--- config.mk ---
export PLATFORM = sky130hd
export DESIGN_NAME = segpage_xlate
export DESIGN_NICKNAME = d
export VERILOG_FILES = /design/src/rtl/segpage_pkg.sv /design/src/rtl/segpage_split.sv /design/src/rtl/segpage_entry_decode.sv /design/src/rtl/segpage_walker.sv /design/src/rtl/segpage_xlate.sv
export SDC_FILE = /design/constraint.sdc
export NUM_CORES = 1
export LEC_CHECK = 0
export BUFFER_PORTS_ARGS = -buffer_cell sky130_fd_sc_hd__clkbuf_2
export CORE_ASPECT_RATIO = 1.4
export CORE_MARGIN = 3
export CORE_UTILIZATION = 40
export DETAILED_ROUTE_END_ITERATION = 6
export PLACE_DENSITY = 0.6
export SETUP_SLACK_MARGIN = 0.1
export SYNTH_ARGS = -nofsm -noshare
export SYNTH_HDL_FRONTEND = slang
export SYNTH_SLANG_ARGS = --single-unit
--- constraint.sdc ---
create_clock -name clk -period 3.4 [get_ports clk]
set_input_delay 0.68 -clock clk [delete_from_list [all_inputs] [get_ports clk]]
set_output_delay 0.68 -clock clk [all_outputs]
set_load 0.05 [all_outputs]
--- src/rtl/segpage_pkg.sv ---
package segpage_pkg;

  typedef enum logic [2:0] {
    ST_IDLE,
    ST_SEG,
    ST_PTE,
    ST_DONE,
    ST_FAULT
  } walk_state_t;

  localparam logic [1:0] FLT_NONE    = 2'd0;
  localparam logic [1:0] FLT_RANGE   = 2'd1;
  localparam logic [1:0] FLT_INVALID = 2'd2;

  // descriptor and entry field positions inside a memory word
  localparam int SEG_BASE_LSB  = 0;
  localparam int SEG_LEN_LSB   = 16;
  localparam int PTE_FRAME_LSB = 0;
  localparam int PTE_VALID_BIT = 15;

endpackage

--- src/rtl/segpage_split.sv ---
module segpage_split #(
  parameter int LAW  = 32,
  parameter int SEGW = 4,
  parameter int OFFW = 12,
  localparam int IDXW = LAW - SEGW - OFFW
) (
  input  logic [LAW-1:0]  laddr,
  output logic [SEGW-1:0] seg,
  output logic [IDXW-1:0] idx,
  output logic [OFFW-1:0] off
);

  always_comb begin
    seg = laddr[LAW-1 -: SEGW];
    idx = laddr[OFFW +: IDXW];
    off = laddr[OFFW-1:0];
  end

endmodule

--- src/rtl/segpage_entry_decode.sv ---
module segpage_entry_decode
  import segpage_pkg::*;
#(
  parameter int DW   = 32,
  parameter int AW   = 16,
  parameter int LENW = 16,
  parameter int FRW  = 12
) (
  input  logic [DW-1:0]   word,
  output logic [AW-1:0]   seg_base,
  output logic [LENW-1:0] seg_len,
  output logic            pte_valid,
  output logic [FRW-1:0]  pte_frame
);

  always_comb begin
    seg_base  = word[SEG_BASE_LSB +: AW];
    seg_len   = word[SEG_LEN_LSB +: LENW];
    pte_valid = word[PTE_VALID_BIT];
    pte_frame = word[PTE_FRAME_LSB +: FRW];
  end

endmodule

--- src/rtl/segpage_walker.sv ---
module segpage_walker
  import segpage_pkg::*;
#(
  parameter int AW   = 16,
  parameter int DW   = 32,
  parameter int SEGW = 4,
  parameter int IDXW = 16,
  parameter int OFFW = 12,
  parameter int LENW = 16,
  parameter int FRW  = 12,
  localparam int PAW = FRW + OFFW
) (
  input  logic            clk,
  input  logic            rst,
  input  logic            req_valid,
  input  logic [SEGW-1:0] seg,
  input  logic [IDXW-1:0] idx,
  input  logic [OFFW-1:0] off,
  input  logic [AW-1:0]   stbr,
  output logic            mem_rd_en,
  output logic [AW-1:0]   mem_rd_addr,
  input  logic            mem_rd_valid,
  input  logic [AW-1:0]   seg_base,
  input  logic [LENW-1:0] seg_len,
  input  logic            pte_valid,
  input  logic [FRW-1:0]  pte_frame,
  output logic            busy,
  output logic            done,
  output logic [PAW-1:0]  paddr,
  output logic            fault,
  output logic [1:0]      fault_code
);

  walk_state_t     state_q;
  logic [IDXW-1:0] idx_q;
  logic [OFFW-1:0] off_q;
  logic            rd_en_q;
  logic [AW-1:0]   rd_addr_q;
  logic            done_q;
  logic            fault_q;
  logic [1:0]      fcode_q;
  logic [PAW-1:0]  paddr_q;
  logic            out_of_range;

  assign out_of_range = ({{(32-IDXW){1'b0}}, idx_q} >= {{(32-LENW){1'b0}}, seg_len});

  always_ff @(posedge clk) begin
    if (rst) begin
      state_q   <= ST_IDLE;
      idx_q     <= '0;
      off_q     <= '0;
      rd_en_q   <= 1'b0;
      rd_addr_q <= '0;
      done_q    <= 1'b0;
      fault_q   <= 1'b0;
      fcode_q   <= FLT_NONE;
      paddr_q   <= '0;
    end else begin
      rd_en_q <= 1'b0;
      done_q  <= 1'b0;
      fault_q <= 1'b0;
      case (state_q)
        ST_IDLE: begin
          if (req_valid) begin
            idx_q     <= idx;
            off_q     <= off;
            rd_addr_q <= stbr + AW'(seg);
            rd_en_q   <= 1'b1;
            state_q   <= ST_SEG;
          end
        end
        ST_SEG: begin
          if (mem_rd_valid) begin
            if (out_of_range) begin
              fault_q <= 1'b1;
              fcode_q <= FLT_RANGE;
              state_q <= ST_FAULT;
            end else begin
              rd_addr_q <= seg_base + AW'(idx_q);
              rd_en_q   <= 1'b1;
              state_q   <= ST_PTE;
            end
          end
        end
        ST_PTE: begin
          if (mem_rd_valid) begin
            if (!pte_valid) begin
              fault_q <= 1'b1;
              fcode_q <= FLT_INVALID;
              state_q <= ST_FAULT;
            end else begin
              done_q  <= 1'b1;
              paddr_q <= {pte_frame, off_q};
              state_q <= ST_DONE;
            end
          end
        end
        default: state_q <= ST_IDLE;
      endcase
    end
  end

  assign mem_rd_en   = rd_en_q;
  assign mem_rd_addr = rd_addr_q;
  assign busy        = (state_q != ST_IDLE);
  assign done        = done_q;
  assign fault       = fault_q;
  assign fault_code  = fcode_q;
  assign paddr       = paddr_q;

  AST_RD_PULSE: assert property (@(posedge clk) disable iff (rst)
    mem_rd_en |=> !mem_rd_en);
  AST_RD_ONLY_BUSY: assert property (@(posedge clk) disable iff (rst)
    mem_rd_en |-> busy);
  AST_NO_PTE_AFTER_RANGE: assert property (@(posedge clk) disable iff (rst)
    (state_q == ST_SEG && mem_rd_valid && out_of_range) |=> (fault && !mem_rd_en));
  AST_DONE_FAULT_EXCL: assert property (@(posedge clk) disable iff (rst)
    !(done && fault));
  AST_DONE_PULSE: assert property (@(posedge clk) disable iff (rst)
    (done || fault) |=> (!done && !fault && !busy));
  AST_FAULT_HAS_CODE: assert property (@(posedge clk) disable iff (rst)
    fault |-> (fault_code != FLT_NONE));

endmodule

--- src/rtl/segpage_xlate.sv ---
module segpage_xlate #(
  parameter int LAW  = 32,
  parameter int AW   = 16,
  parameter int DW   = 32,
  parameter int SEGW = 4,
  parameter int OFFW = 12,
  parameter int LENW = 16,
  parameter int FRW  = 12,
  localparam int IDXW = LAW - SEGW - OFFW,
  localparam int PAW  = FRW + OFFW
) (
  input  logic           clk,
  input  logic           rst,
  input  logic           req_valid,
  input  logic [LAW-1:0] req_laddr,
  input  logic [AW-1:0]  seg_tbl_base,
  output logic           mem_rd_en,
  output logic [AW-1:0]  mem_rd_addr,
  input  logic           mem_rd_valid,
  input  logic [DW-1:0]  mem_rd_data,
  output logic           busy,
  output logic           done,
  output logic [PAW-1:0] paddr,
  output logic           fault,
  output logic [1:0]     fault_code
);

  logic [SEGW-1:0] seg;
  logic [IDXW-1:0] idx;
  logic [OFFW-1:0] off;
  logic [AW-1:0]   seg_base;
  logic [LENW-1:0] seg_len;
  logic            pte_valid;
  logic [FRW-1:0]  pte_frame;

  segpage_split #(.LAW(LAW), .SEGW(SEGW), .OFFW(OFFW)) u_split (
    .laddr (req_laddr),
    .seg   (seg),
    .idx   (idx),
    .off   (off)
  );

  segpage_entry_decode #(.DW(DW), .AW(AW), .LENW(LENW), .FRW(FRW)) u_dec (
    .word      (mem_rd_data),
    .seg_base  (seg_base),
    .seg_len   (seg_len),
    .pte_valid (pte_valid),
    .pte_frame (pte_frame)
  );

  segpage_walker #(
    .AW(AW), .DW(DW), .SEGW(SEGW), .IDXW(IDXW),
    .OFFW(OFFW), .LENW(LENW), .FRW(FRW)
  ) u_walk (
    .clk          (clk),
    .rst          (rst),
    .req_valid    (req_valid),
    .seg          (seg),
    .idx          (idx),
    .off          (off),
    .stbr         (seg_tbl_base),
    .mem_rd_en    (mem_rd_en),
    .mem_rd_addr  (mem_rd_addr),
    .mem_rd_valid (mem_rd_valid),
    .seg_base     (seg_base),
    .seg_len      (seg_len),
    .pte_valid    (pte_valid),
    .pte_frame    (pte_frame),
    .busy         (busy),
    .done         (done),
    .paddr        (paddr),
    .fault        (fault),
    .fault_code   (fault_code)
  );

endmodule

==> results of run 1 <==
registers in the layout (all words and copies together) (netlist names):
register,count
u_walk.fault,1
u_walk.off_q,12
u_walk.done,1
u_walk.fault_code,2
u_walk.paddr,24
u_walk.mem_rd_addr,16
u_walk.state_q,3
u_walk.idx_q,16
u_walk.mem_rd_en,1
worst min-delay path: stages, from the launching register on:
cell	delay, ns
dfxtp_1	0.31
nand2_1	0.05
a21oi_1	0.05
synthesized netlist by cell type, types with 3 or more instances:
cell,instances,area share (%)
ha_1,35,9.8
o21ai_0,17,1.9
xnor2_1,5,0.98
nand2b_1,8,1.1
a21o_1,6,1.0
buf_2,3,0.34
o31ai_1,3,0.50
a211oi_1,8,1.3
nor2b_1,3,0.42
dfxtp_1,76,34
o211ai_1,3,0.50
nand2_1,131,11
a211o_1,5,0.98
xor2_1,13,2.5
a21oi_1,80,9.0
nor2_1,26,2.2
and3_1,4,0.56
nor3_1,10,1.1
o22ai_1,3,0.42
nand4_1,9,1.3
a21boi_0,3,0.50
a2111oi_0,4,0.78
o21a_1,3,0.50
nand3_1,13,1.5
mux2i_1,6,1.3
nor4_1,7,0.98
inv_1,29,2.4
clkbuf_1,23,1.9
path summary, 6_finish.rpt:
check / startpoint / to / slack [ns] / cells past startpoint
hold reg to reg: u_walk.off_q[2] / u_walk.paddr[2] / 0.45 / 2
setup reg to reg: u_walk.idx_q[15] / u_walk.mem_rd_addr[11] / 0.70 / 8
setup / recovery: mem_rd_data[31] / u_walk.mem_rd_addr[11] / 0.66 / 10
hold / removal: u_walk.off_q[2] / u_walk.paddr[2] / 0.45 / 2
cell type report:
cell class / instances / area, µm²
clock buffers: 9 / 225
clock inverters: 7 / 80.1
fillers: 1090 / 5300
inverters: 30 / 113
multi-input cells: 446 / 2730
flip-flops and latches: 76 / 1520
well taps: 141 / 176
repair buffers: 139 / 721
power by group:
group          internal (µW)  switching (µW)
sequential               951            44.4
combinational            238             448
clock                    580             408
per-layer routing:
layer	track usage [%]	routed length [µm]
met5	0	0
met4	5.95	152
met3	4.17	748
met2	38.2	6540
met1	25.4	5660
per-stage QoR:
step                instance area (µm²)  cells  hold slack [ns]  total power (µW)
global route                       5560    848            0.468              2810
detailed placement                 5260    832            0.445              1700
finish                             5560    848            0.449              2670
global placement                   5260    832            0.437              1690
CTS                                5560    848            0.454              2690
floorplan                          4470    581            0.432              1490
cell families (layout without fill, tap and decap cells):
group           count (synthesis)  count (layout)
compound gates                155             155
xor+xnor                       18              18
fa+ha+maj                      37              37
buf+inv                        59             185
flops                          76              76
mux                             7               7
simple gates                  229             229
==> impl_metrics.yaml, run 1 <==
status:
  outcome: "complete, no violations"
synth:
  syn-instance-count: 581
  syn_area_um2: 4470
  synth_mux_area_share_pct: 1.60
  synth-adder-area-share_pct: 10.7
  synth_cell_types: 60
  async_flop_share_pct: 0
  synth_nets: 702
  synth_ff_type: "dfxtp_1"
  ys_seq_area_share_pct: 34.0
  synth_edf_count: 0
  avgSynthCellArea_um2: 7.69
  synth_top_family_by_area: "simple AND/OR/NAND/NOR gates"
  synth_compound_area_share_pct: 21.6
  synth_xor_area_share_pct: 3.53
  ys_seq_elements: 76
  yosys.area_share.simple_pct: 23.4
  yosysWarnings: 0
global_route:
  grt_pass1_wl_um: 20600
  grt_usage_pct: 21.2
  grt_start_max_net_pins: 43
  antenna_found_initial: 0
  grt_pass1_vias: 4335
  grt_overflow: 0
placed_design:
  hpwl_um: 9980
  io_buffers: 129
  pre_cts_slack_ns: 0.310
  place.gp.congestion: 0.935
floorplanning:
  die_h_um: 131
  die_width_um: 95.3
  start_util_pct: 41.1
  core_um2: 10900
  pin_count: 130
  row_count: 45
  die_area_um2: 12500
cts:
  cts.path.max_buffers: 2
  cts_root_buffer: "clkbuf_16"
  insertion_delay_ns: 0.34
  cts_tree: "built"
  cts_hold_buf: 0
  cts.sinks: 76
  post_cts_buffers: 0
  h-tree-depth: 3
  ctsResizeCount: 0
  cts.clk_slew.worst_paths_ns: 0.06
  cts_buffers: 9
final_layout:
  final_core_util_pct: 51.2
  n_antenna_cell: 0
  syn_to_final_growth_pct: 24.5
  drive_gt1_share_pct: 23.3
  nets: 823
  final_common_cell: "nand2_1"
  final_cell_mix: "nand2_1 (131), clkbuf_2 (129), a21oi_1 (80)"
route:
  viasPerCell: 5.29
  first_iter_violations: 214
  drt_pass1_iterations: 4
  drc: 0
  routed_wl_um: 13100
  ant_nets: 0
  vias: 4490
  wl_per_cell_um: 15.4
sta:
  max_freq_mhz: 364
  rsz0062_at_grt: "no"
  finalSetupViolCount: 0
  setup_tns_ns: 0
  worst_pin_slew_ns: 0.626
  min_period_ns: 2.74
  fin_ws_ns: 0.656
  max_slew_margin_pct: 57.9
  drv_slew: 0
  fin_crit_sh_pct: 80.7
  clock_skew_ns: 0.00488
  hold_viol: 0
worst_setup_path:
  slowest_delay_ns: 0.56
  crit_family: "simple AND/OR/NAND/NOR gates"
  crit_required_ns: 3.65
  start_kind: "input port"
  crit_path_max_fanout: 12
  critPathSlowestCell: "or4_1"
  crit_chain: "clkbuf_2 > inv_1 > ha_1 > nand4_1 > or4_1 > nor4_2 > o31a_1 > buf_4 > a21oi_1 > a221oi_1"
  crit_type: "input port to flip-flop"
  crit_arrival_ns: 2.99
  cp_num_buf_inv: 3
  end_kind: "flip-flop"
power_and_ir_drop:
  pwr_density_cell_nw_per_um2: 480
  power.leakage_uw: 0.00254
  ir_drop_v: 0.000200
job:
  drv_cap: 0
min_path:
  min_path_type: "flip-flop to flip-flop"
(Power assumes the default switching activity.)
==> run 2: changes to the inputs <==
--- a/config.mk
+++ b/config.mk
@@ -5,12 +5,13 @@
 export SDC_FILE = /design/constraint.sdc
 export NUM_CORES = 1
 export LEC_CHECK = 0
+export ABC_AREA = 1
 export BUFFER_PORTS_ARGS = -buffer_cell sky130_fd_sc_hd__clkbuf_2
 export CORE_ASPECT_RATIO = 1.4
 export CORE_MARGIN = 3
 export CORE_UTILIZATION = 40
 export DETAILED_ROUTE_END_ITERATION = 6
-export PLACE_DENSITY = 0.6
+export PLACE_DENSITY = 0.62
 export SETUP_SLACK_MARGIN = 0.1
 export SYNTH_ARGS = -nofsm -noshare
 export SYNTH_HDL_FRONTEND = slang
==> constraint.sdc (replaced) <==
create_clock -name clk -period 2.45 [get_ports clk]
set_input_delay 0.49 -clock clk [delete_from_list [all_inputs] [get_ports clk]]
set_output_delay 0.49 -clock clk [all_outputs]
set_load 0.05 [all_outputs]
==> run 2 against run 1 <==
Core utilization decreased by 0.70 points. Synthesized area rose by 9.2%. Via count increased by 14%. Sequential share of layout area decreased by 2.0 points. Hold slack worse by 0.047 ns. First-iteration DRC count up 11%. Non-clock buffer count did not move. Clock skew rose by 0.0021 ns. Critical endpoint is now u_walk.mem_rd_addr[8].
==> impl_metrics.yaml, run 2 <==
status:
  outcome: "complete, no violations"
cts:
  cts.path.max_buffers: 2
  cts_tree: "built"
  cts.sinks: 76
  ctsResizeCount: 0
  cts.clk_slew.worst_paths_ns: 0.06
  cts_buffers: 9
  h-tree-depth: 3
  post_cts_buffers: 0
  insertion_delay_ns: 0.34
  cts_root_buffer: "clkbuf_16"
  cts_hold_buf: 0
global_route:
  grt_usage_pct: 20.9
  grt_start_max_net_pins: 57
  grt_pass1_wl_um: 23000
  grt_overflow: 0
  grt_pass1_vias: 4879
  antenna_found_initial: 0
worst_setup_path:
  cpMostUsedCell: "nand2_1"
  rrSetupSlack_ns: 0.39
  start_kind: "flip-flop"
  crit_type: "flip-flop to flip-flop"
  end_kind: "flip-flop"
  crit_required_ns: 2.68
  crit_chain: "ha_1 > inv_1 > fa_1 > inv_1 > nand3_1 > nand3_1 > nand2_1 > nand2_1 > nand2_1 > nand2_1 > o22ai_1 > nor2_1 > nor2_1"
  slowest_delay_ns: 0.37
  startpoint: "u_walk.idx_q[0]"
  crit_path_max_fanout: 5
  rr_startpoint: "u_walk.idx_q[0]"
  crit_arrival_ns: 2.29
  critPathSlowestCell: "fa_1"
placed_design:
  io_buffers: 129
  hpwl_um: 11000
  place.gp.congestion: 0.860
  pre_cts_slack_ns: 0.114
synth:
  synth_nets: 897
  synth_top_area_share_pct: 31.2
  yosysWarnings: 0
  synth_area_leaders: "dfxtp_1 (31%), nand2_1 (17%), nand3_1 (11%)"
  synthTopCellsByCount: "nand2_1 (227), nand3_1 (108), inv_1 (104), a21oi_1 (77), dfxtp_1 (76)"
  async_flop_share_pct: 0
  synth_top_area_cell: "dfxtp_1"
  ys_seq_area_share_pct: 31.2
  avgSynthCellArea_um2: 6.29
  synth_cell_types: 34
  syn_area_um2: 4880
  synth_ff_type: "dfxtp_1"
  yosysMostFrequentCell: "nand2_1"
  syn-instance-count: 776
  ys_seq_elements: 76
  synth_edf_count: 0
power_and_ir_drop:
  seq_power_share_pct: 32.3
  intPower_uw: 2790
  pwr-share-clk_pct: 32.7
  switching_share_pct: 38.4
  ir_drop_v: 0.000502
  combPwrFrac_pct: 34.9
  finalPower_uw: 4520
  power.leakage_uw: 0.00321
  switchingPower_uw: 1730
  pwr_density_cell_nw_per_um2: 754
final_layout:
  largest_register_ffs: 24
  nets: 1020
  n_antenna_cell: 0
  final_common_cell: "nand2_1"
  fillers: 1289
  syn_to_final_growth_pct: 23.0
  multi_input_comb_area_um2: 2830
  final_cell_mix: "nand2_1 (227), clkbuf_2 (129), nand3_1 (108)"
  drive_gt1_share_pct: 18.4
  regArea_um2: 1520
sta:
  rsz0062_at_grt: "no"
  max_freq_mhz: 484
  worst_pin_slew_ns: 0.582
  finalSetupViolCount: 0
  max_slew_margin_pct: 61.2
  clock_skew_ns: 0.00702
  drv_slew: 0
  fin_crit_sh_pct: 84.3
  min_period_ns: 2.06
  fin_ws_ns: 0.385
  setup_tns_ns: 0
  hold_viol: 0
route:
  drc: 0
  vias: 5137
  first_iter_violations: 238
  dr_wl_met2_um: 6670
  viasPerCell: 4.89
  routed_wl_um: 14000
  drt-met1-wl_um: 6090
  maxUsedRoutingLayer: "met4"
  ant_nets: 0
  wl_met3_um: 750
  drt_pass1_iterations: 4
  wl_per_cell_um: 13.3
floorplanning:
  core_um2: 11900
  die_width_um: 99.3
  die_area_um2: 13600
  pin_count: 130
  row_count: 47
  die_h_um: 137
  start_util_pct: 41.1
min_path:
  min_path_type: "input port to flip-flop"
  min_from: "req_laddr[24]"
job:
  drv_cap: 0
==> run 2: power by group through the flow <==
stage               Clock (µW)  Combinational [µW]  Sequential [µW]
floorplan                    0                 903             1740
CTS                       1510                1590             1460
detailed placement           0                1590             1490
finish                    1480                1580             1460
global placement             0                1580             1490
global route              1550                1790             1480
==> run 2: critical path: cells and delay by family, from the launching register on <==
kind / cells / cell delay (ns)
AOI/OAI and AO/OA: 1 / 0.08
and+or+nand+nor: 8 / 0.71
buffers and inverters: 2 / 0.22
adders and majority gates: 2 / 0.60
DFF: 1 / 0.34
==> run 2: worst paths after layout <==
kind / endpoint / cells after the start
setup / recovery: u_walk.mem_rd_addr[8] / 13
hold / removal: u_walk.idx_q[12] / 3
setup reg to reg: u_walk.mem_rd_addr[8] / 13
hold reg to reg: u_walk.paddr[5] / 2
==> run 2: kinds of logic (layout without fill, tap and decap cells) <==
logic type                 Yosys count  after routing  share of synthesized area, %
and+or+nand+nor                    425            425                          37.0
buffers and inverters              136            264                          10.8
AOI/OAI and AO/OA                   98             98                          10.5
DFF                                 76             76                          31.2
adders and majority gates           37             37                          9.80
xor gates and xnor gates             3              3                         0.539
muxes                                1              1                         0.205
==> run 2: per-layer routing <==
| metal | global-route usage, % | vias up |
|---|---|---|
| met1 | 26.3 | 2242 |
| met2 | 34.3 | 133 |
| met4 | 9.79 | 0 |
| met5 | 0 | - |
| li1 | - | 2732 |
| met3 | 4.08 | 30 |
==> run 2: final cells by class <==
cell class	count	share of cell area (%)
Timing Repair Buffer	139	12.0
Inverter	109	6.82
Sequential cell	76	25.4
Clock inverter	6	1.56
Tap cell	147	3.07
Clock buffer	10	3.98
Multi-Input combinational cell	564	47.2
==> run 2: metrics by stage <==
stage,cells,hold slack (ns),util (%),instance area (µm²)
2_1_floorplan,776,0.442,-,4880
3_5_place_dp,1035,0.452,47.7,5670
3_3_place_gp,1035,0.449,47.7,5670
6_report,1051,0.402,50.5,6000
4_1_cts,1051,0.399,50.5,6000
5_1_grt,1051,0.406,50.5,6000
==> run 3: changes to the inputs <==
--- a/config.mk
+++ b/config.mk
@@ -11,7 +11,7 @@
 export CORE_MARGIN = 3
 export CORE_UTILIZATION = 40
 export DETAILED_ROUTE_END_ITERATION = 6
-export PLACE_DENSITY = 0.62
+export PLACE_DENSITY = 0.59
 export SETUP_SLACK_MARGIN = 0.1
 export SYNTH_ARGS = -nofsm -noshare
 export SYNTH_HDL_FRONTEND = slang
==> constraint.sdc (replaced) <==
create_clock -name clk -period 2.2 [get_ports clk]
set_input_delay 0.44 -clock clk [delete_from_list [all_inputs] [get_ports clk]]
set_output_delay 0.44 -clock clk [all_outputs]
set_load 0.05 [all_outputs]
==> run 3 against run 2 <==
Setup slack worse by 0.12 ns. Critical path type unchanged. Global-route usage is 1.4 points higher. Critical endpoint is now u_walk.mem_rd_addr[15]. Die area unchanged. Highest routed layer unchanged. Wire length increased by 6.0%. First-iteration DRC count fell by 12%. Clock power about the same. Critical path depth down 2.
==> impl_metrics.yaml, run 3 (same netlist as run 2, synthesis figures left out) <==
final_layout:
  final_cell_mix: "nand2_1 (227), clkbuf_2 (129), nand3_1 (107)"
  nets: 1025
  largest_register_ffs: 24
  n_antenna_cell: 0
  finalInstanceArea_um2: 6000
  drive_gt1_share_pct: 18.9
  final_common_cell: "nand2_1"
  syn_to_final_growth_pct: 23.1
cts:
  cts_root_buffer: "clkbuf_16"
  h-tree-depth: 3
  post_cts_buffers: 0
  cts.sinks: 76
  cts.path.max_buffers: 2
  cts_buffers: 9
  insertion_delay_ns: 0.34
  cts.clk_slew.worst_paths_ns: 0.06
  cts_tree: "built"
route:
  routed_wl_um: 14900
  drc: 0
  first_iter_violations: 210
  drt_pass1_iterations: 7
  viasPerCell: 5.01
  vias: 5293
  wl_per_cell_um: 14.1
  ant_nets: 0
global_route:
  grt_start_max_net_pins: 57
  grt_pass1_vias: 5194
  grt_overflow: 0
  grt_usage_pct: 22.3
  antenna_found_initial: 0
  grt_pass1_wl_um: 24400
floorplanning:
  row_count: 47
  die_width_um: 99.3
  start_util_pct: 41.1
  die_area_um2: 13600
  die_h_um: 137
  pin_count: 130
  core_um2: 11900
worst_setup_path:
  rr_startpoint: "u_walk.idx_q[12]"
  crit_path_max_fanout: 5
  end_kind: "flip-flop"
  r2r-end: "u_walk.mem_rd_addr[15]"
  crit_required_ns: 2.43
  crit_type: "flip-flop to flip-flop"
  rrSetupSlack_ns: 0.27
  start_kind: "flip-flop"
  rr_worst_depth: 11
  crit_arrival_ns: 2.17
min_path:
  min_from: "req_laddr[17]"
  min_path_cells: 3
  min_path_type: "input port to flip-flop"
  holdPathEnd: "u_walk.idx_q[5]"
power_and_ir_drop:
  ir_drop_v: 0.000457
  pwr_density_cell_nw_per_um2: 817
  power.leakage_uw: 0.00322
  finalPower_uw: 4910
placed_design:
  place.gp.congestion: 0.948
  hpwl_um: 11600
  pre_cts_slack_ns: -0.00354
  placed_area_um2: 5700
  io_buffers: 129
status:
  outcome: "complete, no violations"
sta:
  fin_crit_sh_pct: 87.9
  hold_viol: 0
  setup_tns_ns: 0
  clock_skew_ns: 0.00638
  min_period_ns: 1.93
  finalSetupViolCount: 0
  max_slew_margin_pct: 59.7
  fin_ws_ns: 0.265
  rsz0062_at_grt: "no"
  max_freq_mhz: 517
  worst_pin_slew_ns: 0.604
  drv_slew: 0
job:
  drv_cap: 0
## run 3: layout make-up
type	instances	area (µm²)
Timing Repair Buffer	144	758
Clock buffer	12	267
Tap cell	147	184
Clock inverter	4	30.0
Fill cell	1241	5870
Multi-Input combinational cell	564	2840
Inverter	109	409
Sequential cell	76	1520
## run 3: stage by stage
step,util (%),hold slack [ns],instances
2_1_floorplan,-,0.442,776
3_3_place_gp,48.0,0.449,1040
3_5_place_dp,48.0,0.454,1040
4_1_cts,50.5,0.343,1056
5_1_grt,50.5,0.347,1056
6_report,50.5,0.355,1056
## run 3: worst max path at each step
stage	start	endpoint	depth (start not counted)
after floorplan	req_laddr[28]	u_walk.mem_rd_addr[14]	13
after global placement	req_laddr[28]	u_walk.mem_rd_addr[14]	14
after detailed placement	req_laddr[28]	u_walk.mem_rd_addr[14]	14
after CTS	u_walk.idx_q[0]	u_walk.mem_rd_addr[6]	11
after global routing	u_walk.idx_q[0]	u_walk.mem_rd_addr[8]	13
final	u_walk.idx_q[12]	u_walk.mem_rd_addr[15]	11
## run 3: repair_timing
action	4_1_cts	5_1_grt
setup endpoints to repair	0	3
hold buffers	0	0
gates resized for setup	0	2
## run 3: routing by layer
metal,GRT usage [%],share of wire [%],vias to the layer above
li1,-,-,2735
met1,26.8,42,2377
met2,38.1,49,151
met3,4.23,5.2,30
met4,10.9,3.9,0
met5,0,0,-
## run 3: report_power, final
part,switching [µW],internal (µW),leakage (µW)
Sequential,104,1530,0.000621
Combinational,1250,553,0.00245
Clock,611,861,0.000145
## run 3: critical path: stages (launching register included)
cell and delay, ns:
dfxtp_1 0.34, ha_1 0.41, nand2_1 0.13, nor3_1 0.24
and2_1 0.17, nand2_1 0.08, nand2_1 0.08, nand2_1 0.04
nand3_1 0.06, nand2_1 0.13, nor2_1 0.12, nor2_1 0.04
